<file path="config.mk">
export PLATFORM = sky130hd
export DESIGN_NAME = calib_read_steer
export DESIGN_NICKNAME = d
export VERILOG_FILES = /design/src/rtl/calib_pkg.sv /design/src/rtl/bank_ready_tracker.sv /design/src/rtl/mr3_guard.sv /design/src/rtl/burst_path.sv /design/src/rtl/calib_read_steer.sv
export SDC_FILE = /design/constraint.sdc
export NUM_CORES = 1
export LEC_CHECK = 0
export BUFFER_PORTS_ARGS = -buffer_cell sky130_fd_sc_hd__buf_2
export CAP_MARGIN = 20
export CORE_AREA = 2 2 64 66
export CTS_BUF_LIST = sky130_fd_sc_hd__clkbuf_8
export CTS_CLUSTER_DIAMETER = 40
export DETAILED_ROUTE_END_ITERATION = 8
export DIE_AREA = 0 0 66 68
export GPL_TIMING_DRIVEN = 0
export PLACE_DENSITY = 0.84
export SYNTH_ARGS = -nofsm -noshare
export SYNTH_HDL_FRONTEND = slang
export SYNTH_SLANG_ARGS = --single-unit
</file>
<file path="constraint.sdc">
create_clock -name clk_i -period 3.5 [get_ports clk_i]
set_clock_uncertainty 0.2 [all_clocks]
set_input_delay 0.35 -clock clk_i [delete_from_list [all_inputs] [get_ports clk_i]]
set_output_delay 0.35 -clock clk_i [all_outputs]
set_load 0.03 [all_outputs]
</file>
<file path="src/rtl/calib_pkg.sv">
package calib_pkg;

    typedef enum logic [3:0] {
        CMD_NOP = 4'd0,
        CMD_MRS = 4'd1,
        CMD_RD  = 4'd2,
        CMD_RDA = 4'd3,
        CMD_PRE = 4'd4,
        CMD_ACT = 4'd5,
        CMD_REF = 4'd6,
        CMD_PDN = 4'd7,
        CMD_SLF = 4'd8,
        CMD_RST = 4'd9
    } cmd_e;

    localparam int BURST_LEN  = 8;
    localparam int STEER_REG  = 3;  // bank-address select of the steering register
    localparam int EN_BIT     = 2;  // master enable bit position
    localparam int CODE_W     = 2;  // pattern code field width

endpackage

</file>
<file path="src/rtl/bank_ready_tracker.sv">
module bank_ready_tracker #(
    parameter int BA_W    = 3,
    parameter int TRP_CYC = 6
) (
    input  logic              clk_i,
    input  logic              rst_ni,
    input  logic              pre_go_i,
    input  logic [BA_W-1:0]   pre_bank_i,
    input  logic [(1<<BA_W)-1:0] bank_idle_i,
    output logic              all_ready_o
);
    localparam int NB   = 1 << BA_W;
    localparam int CW   = (TRP_CYC < 2) ? 1 : $clog2(TRP_CYC);
    localparam logic [CW-1:0] LOAD = CW'((TRP_CYC > 0) ? TRP_CYC - 1 : 0);

    logic [NB-1:0] timer_done;

    for (genvar b = 0; b < NB; b++) begin : g_bank
        logic [CW-1:0] cnt_d, cnt_q;

        always_comb begin
            cnt_d = cnt_q;
            if (pre_go_i && pre_bank_i == BA_W'(b)) begin
                cnt_d = LOAD;
            end else if (cnt_q != '0) begin
                cnt_d = cnt_q - 1'b1;
            end
        end

        always_ff @(posedge clk_i or negedge rst_ni) begin
            if (!rst_ni) cnt_q <= '0;
            else         cnt_q <= cnt_d;
        end

        assign timer_done[b] = (cnt_q == '0);

        assert_pre_load_R7: assert property (@(posedge clk_i) disable iff (!rst_ni)
            (pre_go_i && pre_bank_i == BA_W'(b)) |=> (cnt_q == LOAD))
            else $error("bank timer not loaded by PRE");
    end

    assign all_ready_o = &(bank_idle_i & timer_done);

endmodule

</file>
<file path="src/rtl/mr3_guard.sv">
module mr3_guard
    import calib_pkg::*;
#(
    parameter int BA_W = 3,
    parameter int AW   = 16
) (
    input  logic            clk_i,
    input  logic            rst_ni,
    input  logic            cmd_valid_i,
    input  logic [3:0]      cmd_i,
    input  logic [BA_W-1:0] ba_i,
    input  logic [AW-1:0]   addr_i,
    input  logic            all_ready_i,
    output logic            rd_go_o,
    output logic            rd_pat_o,
    output logic            rd_zero_o,
    output logic            pre_go_o,
    output logic            rst_go_o,
    output logic            err_o
);
    typedef struct packed {
        logic              en;
        logic [CODE_W-1:0] code;
        logic              err;
    } guard_t;

    guard_t st_d, st_q;
    cmd_e   cmd;
    logic   is_steer, rsvd_bad;

    assign cmd      = cmd_e'(cmd_i);
    assign is_steer = (ba_i[1:0] == 2'(STEER_REG));
    assign rsvd_bad = (|ba_i[BA_W-1:2]) | (|addr_i[AW-1:EN_BIT+1]);

    always_comb begin
        st_d      = st_q;
        st_d.err  = 1'b0;
        rd_go_o   = 1'b0;
        rd_pat_o  = 1'b0;
        rd_zero_o = 1'b0;
        pre_go_o  = 1'b0;
        rst_go_o  = 1'b0;
        if (cmd_valid_i) begin
            unique case (cmd)
                CMD_NOP: ;
                CMD_RST: begin
                    rst_go_o = 1'b1;
                    st_d     = '0;
                end
                CMD_RD, CMD_RDA: begin
                    rd_go_o   = 1'b1;
                    rd_pat_o  = st_q.en;
                    rd_zero_o = st_q.en && (st_q.code != '0);
                    st_d.err  = rd_zero_o;
                end
                CMD_MRS: begin
                    if (!is_steer) begin
                        st_d.err = st_q.en;
                    end else if (rsvd_bad) begin
                        st_d.err = 1'b1;
                    end else if (addr_i[EN_BIT]) begin
                        if (st_q.en || !all_ready_i) begin
                            st_d.err = 1'b1;
                        end else begin
                            st_d.en   = 1'b1;
                            st_d.code = addr_i[CODE_W-1:0];
                        end
                    end else begin
                        st_d.en   = 1'b0;
                        st_d.code = addr_i[CODE_W-1:0];
                    end
                end
                CMD_PRE: begin
                    if (st_q.en) st_d.err = 1'b1;
                    else         pre_go_o = 1'b1;
                end
                default: begin
                    st_d.err = st_q.en;
                end
            endcase
        end
    end

    always_ff @(posedge clk_i or negedge rst_ni) begin
        if (!rst_ni) st_q <= '0;
        else         st_q <= st_d;
    end

    assign err_o = st_q.err;

    assert_busy_enable_blocked_R6: assert property (@(posedge clk_i) disable iff (!rst_ni)
        (cmd_valid_i && cmd_i == 4'(CMD_MRS) && is_steer && !rsvd_bad && addr_i[EN_BIT]
         && !st_q.en && !all_ready_i) |=> (!st_q.en && err_o))
        else $error("enable accepted with a busy bank");

    assert_gated_cmd_flagged_R8: assert property (@(posedge clk_i) disable iff (!rst_ni)
        (cmd_valid_i && st_q.en && (cmd_i inside {4'(CMD_PRE), 4'(CMD_ACT), 4'(CMD_REF),
         4'(CMD_PDN), 4'(CMD_SLF)})) |=> (err_o && st_q.en))
        else $error("disallowed command in pattern mode not flagged");

    assert_reset_clears_R10: assert property (@(posedge clk_i) disable iff (!rst_ni)
        (cmd_valid_i && cmd_i == 4'(CMD_RST)) |=> (!st_q.en && !err_o))
        else $error("RESET did not clear the steering register");

endmodule

</file>
<file path="src/rtl/burst_path.sv">
module burst_path
    import calib_pkg::*;
#(
    parameter int DQ_W = 8
) (
    input  logic            clk_i,
    input  logic            rst_ni,
    input  logic            rd_go_i,
    input  logic            rd_pat_i,
    input  logic            rd_zero_i,
    input  logic            abort_i,
    input  logic [DQ_W-1:0] arr_data_i,
    output logic            rd_valid_o,
    output logic            rd_src_o,
    output logic [DQ_W-1:0] rd_data_o
);
    localparam int BEAT_W = $clog2(BURST_LEN);
    localparam logic [BEAT_W-1:0] LAST = BEAT_W'(BURST_LEN - 1);

    typedef struct packed {
        logic              act;
        logic [BEAT_W-1:0] beat;
        logic              pat;
        logic              zero;
    } burst_t;

    burst_t bs_d, bs_q;

    always_comb begin
        bs_d = bs_q;
        if (abort_i) begin
            bs_d.act = 1'b0;
        end else if (rd_go_i) begin
            bs_d.act  = 1'b1;
            bs_d.beat = '0;
            bs_d.pat  = rd_pat_i;
            bs_d.zero = rd_zero_i;
        end else if (bs_q.act) begin
            if (bs_q.beat == LAST) bs_d.act  = 1'b0;
            else                   bs_d.beat = bs_q.beat + 1'b1;
        end
    end

    always_ff @(posedge clk_i or negedge rst_ni) begin
        if (!rst_ni) bs_q <= '0;
        else         bs_q <= bs_d;
    end

    always_comb begin
        rd_data_o = '0;
        if (bs_q.act) begin
            if (!bs_q.pat)      rd_data_o = arr_data_i;
            else if (!bs_q.zero) rd_data_o = {DQ_W{bs_q.beat[0]}};
        end
    end

    assign rd_valid_o = bs_q.act;
    assign rd_src_o   = bs_q.act & bs_q.pat;

    assert_burst_ends_R2: assert property (@(posedge clk_i) disable iff (!rst_ni)
        (rd_valid_o && bs_q.beat == LAST && !rd_go_i) |=> !rd_valid_o)
        else $error("burst longer than its length");

    assert_abort_stops_R10: assert property (@(posedge clk_i) disable iff (!rst_ni)
        abort_i |=> !rd_valid_o)
        else $error("burst survived RESET");

endmodule

</file>
<file path="src/rtl/calib_read_steer.sv">
module calib_read_steer #(
    parameter int BA_W    = 3,
    parameter int AW      = 16,
    parameter int DQ_W    = 8,
    parameter int TRP_CYC = 6
) (
    input  logic                 clk_i,
    input  logic                 rst_ni,
    input  logic                 cmd_valid_i,
    input  logic [3:0]           cmd_i,
    input  logic [BA_W-1:0]      ba_i,
    input  logic [AW-1:0]        addr_i,
    input  logic [(1<<BA_W)-1:0] bank_idle_i,
    input  logic [DQ_W-1:0]      arr_data_i,
    output logic                 rd_valid_o,
    output logic                 rd_src_o,
    output logic [DQ_W-1:0]      rd_data_o,
    output logic                 err_o
);
    logic all_ready, rd_go, rd_pat, rd_zero, pre_go, rst_go;

    bank_ready_tracker #(.BA_W(BA_W), .TRP_CYC(TRP_CYC)) u_banks (
        .clk_i       (clk_i),
        .rst_ni      (rst_ni),
        .pre_go_i    (pre_go),
        .pre_bank_i  (ba_i),
        .bank_idle_i (bank_idle_i),
        .all_ready_o (all_ready)
    );

    mr3_guard #(.BA_W(BA_W), .AW(AW)) u_guard (
        .clk_i       (clk_i),
        .rst_ni      (rst_ni),
        .cmd_valid_i (cmd_valid_i),
        .cmd_i       (cmd_i),
        .ba_i        (ba_i),
        .addr_i      (addr_i),
        .all_ready_i (all_ready),
        .rd_go_o     (rd_go),
        .rd_pat_o    (rd_pat),
        .rd_zero_o   (rd_zero),
        .pre_go_o    (pre_go),
        .rst_go_o    (rst_go),
        .err_o       (err_o)
    );

    burst_path #(.DQ_W(DQ_W)) u_burst (
        .clk_i      (clk_i),
        .rst_ni     (rst_ni),
        .rd_go_i    (rd_go),
        .rd_pat_i   (rd_pat),
        .rd_zero_i  (rd_zero),
        .abort_i    (rst_go),
        .arr_data_i (arr_data_i),
        .rd_valid_o (rd_valid_o),
        .rd_src_o   (rd_src_o),
        .rd_data_o  (rd_data_o)
    );

endmodule

</file>
== After elaboration in Yosys (flattened, before gate mapping) ==
Cells that the tools add are included.

* Register bits after elaboration: 34
* Bits of input ports: 42
* Output and inout bits: 11

* Add/subtract/negate cells: 9
* Eq/ne operators: 18
* Multiplexer cells: 47
* Bitwise logic cells: 4
* Reductions and logical operators: 47

{| class="wikitable"
|+ Operators with widths
! cell !! number
|-
| 3-bit 2-to-1 mux || 21
|-
| 3-bit zero test || 9
|-
| 8-bit 2-to-1 mux || 3
|-
| 3-bit nonzero test || 8
|-
| 3-bit by 1-bit subtractor with 3-bit output, second input constant || 8
|-
| 2-bit nonzero test || 11
|-
| 1-bit 2-to-1 mux || 19
|-
| 3-bit equality test, second input constant || 5
|-
| 13-bit OR reduction || 1
|-
| 1-bit logical AND || 9
|-
| 8-bit AND || 1
|-
| 4-bit by 2-bit equality test with 1-bit output, second input constant || 2
|-
| 4-bit 2-to-1 mux || 2
|-
| 8-bit AND reduction || 1
|-
| 3-bit by 2-bit equality test with 1-bit output, second input constant || 2
|-
| 3-bit one-hot mux with 2 select lines || 1
|-
| 5-bit AND reduction || 1
|-
| 4-bit by 1-bit equality test with 1-bit output, second input constant || 1
|-
| 4-bit by 3-bit equality test with 1-bit output, second input constant || 1
|-
| 4-bit equality test, second input constant || 1
|-
| 4-bit zero test || 1
|-
| 2-bit inequality test, second input constant || 2
|-
| 1-bit one-hot mux with 4 select lines || 1
|-
| 2-bit OR reduction || 2
|-
| 12 further kinds || 12
|}

== Longest topological paths before layout ==
* Word-level depth: 11
* Depth in mapped cells: 7
* Depth with buffers taken out: 7

== Modules after synthesis ==
From an unflattened synthesis, not the netlist that was laid out.

* Cell total of the unflattened synthesis: 229
* Area total of the unflattened synthesis: 2200.9 µm²

{| class="wikitable"
|+ By module, submodules not included
! module !! instances !! cells each !! area an instance (µm²) !! sequential area each (µm²)
|-
| bank_ready_tracker || 1 || 137 || 1376.3 || 600.6
|-
| burst_path || 1 || 47 || 462.9 || 150.1
|-
| mr3_guard || 1 || 45 || 361.6 || 100.1
|}

== Worst setup path before layout ==
No wires, ideal clock.

* Path type: flip-flop to flip-flop
* Start: reg u_banks.g_bank[5].cnt_q[0]
* End: reg u_guard.st_q[1] (netlist bit)
* Library setup time: 121 ps
* Arrival: 1876 ps
* Setup slack: 1303 ps
* Stages on the path, launching flop included: 8
* Clock period less this slack: 2197 ps
* Cells stage by stage: dfrtp_1 inv_1 ha_1 nand2b_4 or3b_2 o41ai_2 o41ai_1 a22o_1

* Cells in the longest elaborated chain, start to end: 7

{| class="wikitable"
|+ RTL lines
! element !! RTL line !! RTL
|-
| from (decl) || bank_ready_tracker.sv:19 || <nowiki>logic [CW-1:0] cnt_d, cnt_q;</nowiki>
|-
| from (signal assigned) || bank_ready_tracker.sv:32 || <nowiki>else cnt_q <= cnt_d;</nowiki>
|-
| 3-bit zero test || bank_ready_tracker.sv:35 || <nowiki>assign timer_done[b] = (cnt_q == '0);</nowiki>
|-
| 8-bit AND || bank_ready_tracker.sv:42 || <nowiki>assign all_ready_o = &(bank_idle_i & timer_done);</nowiki>
|-
| 8-bit AND reduction || bank_ready_tracker.sv:42 ||
|-
| 1-bit zero test || mr3_guard.sv:62 || <nowiki>if (st_q.en || !all_ready_i) begin</nowiki>
|-
| 1-bit logical OR || mr3_guard.sv:62 ||
|-
| 3-bit inequality test (no source line) || -- ||
|-
| 5-bit AND reduction (no source line) || -- ||
|-
| to (signal assigned) || mr3_guard.sv:86 || <nowiki>else st_q <= st_d;</nowiki>
|-
| to (decl) || mr3_guard.sv:27 || <nowiki>guard_t st_d, st_q;</nowiki>
|}

Every way passes these cells.
A chain may end at the register's enable or synchronous reset.

== Worst setup path after layout ==
* Start: reg u_banks.g_bank[6].cnt_q[0]
* End: reg u_guard.st_q[2] (netlist bit)

* Cells in the longest elaborated chain, start to end: 7

{| class="wikitable"
|+ RTL lines
! element !! RTL line
|-
| from (decl) || bank_ready_tracker.sv:19
|-
| from (signal assigned) || bank_ready_tracker.sv:32
|-
| 3-bit zero test || bank_ready_tracker.sv:35
|-
| 8-bit AND || bank_ready_tracker.sv:42
|-
| 8-bit AND reduction || bank_ready_tracker.sv:42
|-
| 1-bit zero test || mr3_guard.sv:62
|-
| 1-bit logical OR || mr3_guard.sv:62
|-
| 3-bit inequality test (no source line) || --
|-
| 5-bit AND reduction (no source line) || --
|}

Every way passes these cells.

==> results.ini <==
[power_and_ir_drop]
p_total_mw=1.67
combPwrFrac=0.446
p_sw_mw=0.591
pwr-share-clk=0.167
intPower_mw=1.08
seqPwrFrac=0.388
swShare=0.354
p_leak_nw=1.31
powerDensity_mw_per_mm2=661
ir_worst_vdd_mv=0.345

[timing]
whs_ns=0.0813
setup_violations=0
setup_tns_ns=0
fin_crit_sh=0.710
fmax_mhz=402
tightest_slew_ns=0.755
drv_slew=0
slew-limit-headroom=0.497
layout_min_cycle_time_ns=2.49
post-route-worst-setup-slack_ns=1.01
rsz0062_at_grt=no
hold_violations=0

[synth]
netlist_area_mm2=0.00213
synthCells=225
synth_top_area_frac=0.400
syn_nets=285
synth_area_leaders=dfrtp_1 (40%), ha_1 (11%), nor2_1 (5.3%)
synth_top_area_cell=dfrtp_1
ys_types=41
yosysSeqAreaShare=0.400
synth-seq-cells=34
ys_warn_count=0
ys.flop_type=dfrtp_1
synthArstFlopShare=1.00
synth_edf_count=0
synth.avg_cell_area_um2=9.46

[place]
place_inst=324
io_buffer_count=49
gp_congestion=0.845
detailedPlace.worstSlack_ns=1.03
hpwl_um=3290

[detailed_routing]
dr.pass1.iters=4
drc=0
wl_per_cell_um=12.5
routed_wl_um=4120
routed-via-count=1747
ant_nets=0
drt_iter0_drc=48
viasPerCell=5.28

[global_routing]
grt_max_degree=35
grt_util_all_layers=0.203
grt_first_pass_wirelength_um=6890
grt_overflow=0
grt_pass1_vias=1744
antenna_found_initial=0

[clock_network]
clk_latency_ns=0.28
ctsHoldBuffers=1
cts_tree=done
postCtsSetupRepairBufs=0
cts_root_buffer=clkbuf_8
cts.repair.resized=0
htree_levels=2
clkSlewWorstSetupHoldPaths_ns=0.07
cts.sinks=34
cts_max_path_buffers=2
cts_buffers=5

[worst_setup_path]
timing.reg2reg.worst_path_depth=7
cp_max_fo=3
r2r-start=u_banks.g_bank[6].cnt_q[0]$_DFFE_PN0P_
regToRegEndpoint=u_guard.st_q[2]$_DFFE_PN0P_
startpoint=u_banks.g_bank[6].cnt_q[0]$_DFFE_PN0P_
required_ns=3.46
rrSetupSlack_ns=1.01
crit_path_end_kind=flop
critPathArrivalTime_ns=2.45
startpoint_type=flop
path_class=reg -> reg

[finish]
area_delta_synth_final_pct=18.8
drive_gt1_frac=0.246
diodes=0
fin_nets=342
finalNonFillerCells=331

[hold_path]
hp-class=in -> reg
min-delay-start=addr_i[0]
hold_end=u_guard.st_q[1]$_DFFE_PN0P_
whs_path_depth=2

[floorplanning]
start_util=0.552
dieArea_mm2=0.00449
die_h_um=68
core_mm2=0.00386
dieWidth_um=66
rows=23
num_io_pins=53

[outcome]
status=complete, no violations

[flow_run]
drv_cap=0

-- how the worst max path moves through the flow --
stage                                             end
final                     u_guard.st_q[2]$_DFFE_PN0P_
after global routing      u_guard.st_q[1]$_DFFE_PN0P_
after CTS                 u_guard.st_q[2]$_DFFE_PN0P_
after detailed placement  u_guard.st_q[2]$_DFFE_PN0P_
after global placement    u_guard.st_q[2]$_DFFE_PN0P_
after floorplan           u_guard.st_q[1]$_DFFE_PN0P_
-- cells in the mapped netlist (5+ instances only) --
cell	n
o21ai_0	8
nor4_1	5
nand2b_1	9
nand2_1	25
nand3_1	8
nor2_1	30
xnor2_1	8
inv_1	21
mux2i_1	7
dfrtp_1	34
ha_1	18
nor2b_1	5
-- layout make-up --
cell class | count | area, um2
buffer | 4 | 22.5
clock buffer | 6 | 82.6
fill | 339 | 1330
inverter | 21 | 78.8
multi-input combinational | 166 | 1180
sequential | 34 | 851
tap | 50 | 62.6
timing repair buffer | 50 | 255
-- power groups by stage --
stage / clock [mW] / sequential (mW) / combinational, mW
2_1_floorplan: 0 / 0.637 / 0.603
3_3_place_gp: 0 / 0.647 / 0.706
3_5_place_dp: 0 / 0.655 / 0.753
4_1_cts: 0.285 / 0.648 / 0.759
5_1_grt: 0.298 / 0.670 / 0.860
6_report: 0.278 / 0.648 / 0.745
-- cells in the final DEF (no fill, tap or decap), types with 2 or more instances in the layout --
master / count
nor2_1: 30
mux2i_1: 7
o21ai_0: 8
nand2b_1: 9
dfrtp_1: 34
nor4_1: 5
nand2_1: 25
nand4_1: 2
o211a_1: 4
nor4bb_1: 3
nand3_1: 8
a22o_1: 2
o21a_1: 2
and2_1: 2
inv_1: 21
ha_1: 18
nor3_1: 2
a221oi_1: 3
clkbuf_1: 3
clkbuf_8: 6
nor2b_1: 5
buf_2: 49
a21oi_1: 4
mux2_2: 2
xnor2_1: 8
-- cell families after synthesis --
family	Yosys count	synth area share
xor+xnor	8	0.0329
mux	9	0.0435
buf+inv	25	0.0476
fa+ha+maj	18	0.106
simple gates	101	0.256
flops	34	0.400
compound gates	30	0.115
-- stage by stage --
| step | cell area, um2 | util |
|---|---|---|
| 2_1_floorplan | 2130 | - |
| 3_3_place_gp | 2440 | 0.632 |
| 3_5_place_dp | 2440 | 0.632 |
| 4_1_cts | 2530 | 0.656 |
| 5_1_grt | 2530 | 0.656 |
| 6_report | 2530 | 0.656 |
-- worst max-delay path, stage by stage (launching register included) --
cell      delay (ns)
dfrtp_1         0.39
inv_1           0.08
ha_1            0.19
nor4bb_1        0.41
nand4_1         0.21
o41ai_2         0.47
o41ai_1         0.15
a22o_1          0.26
-- sequential cells by signal, summed over array words and instances (netlist names) --
register              count
u_guard.st_q              3
u_banks.g_bank.cnt_q     24
u_guard.err_o             1
u_burst.rd_valid_o        1
u_burst.bs_q              5
-- metal layers --
metal	track usage	wire length [um]
met1	0.226	1750
met2	0.389	2120
met3	0.0263	185
met4	0.0867	70
met5	0	0
Note: power is estimated with default switching activity, not from simulation.
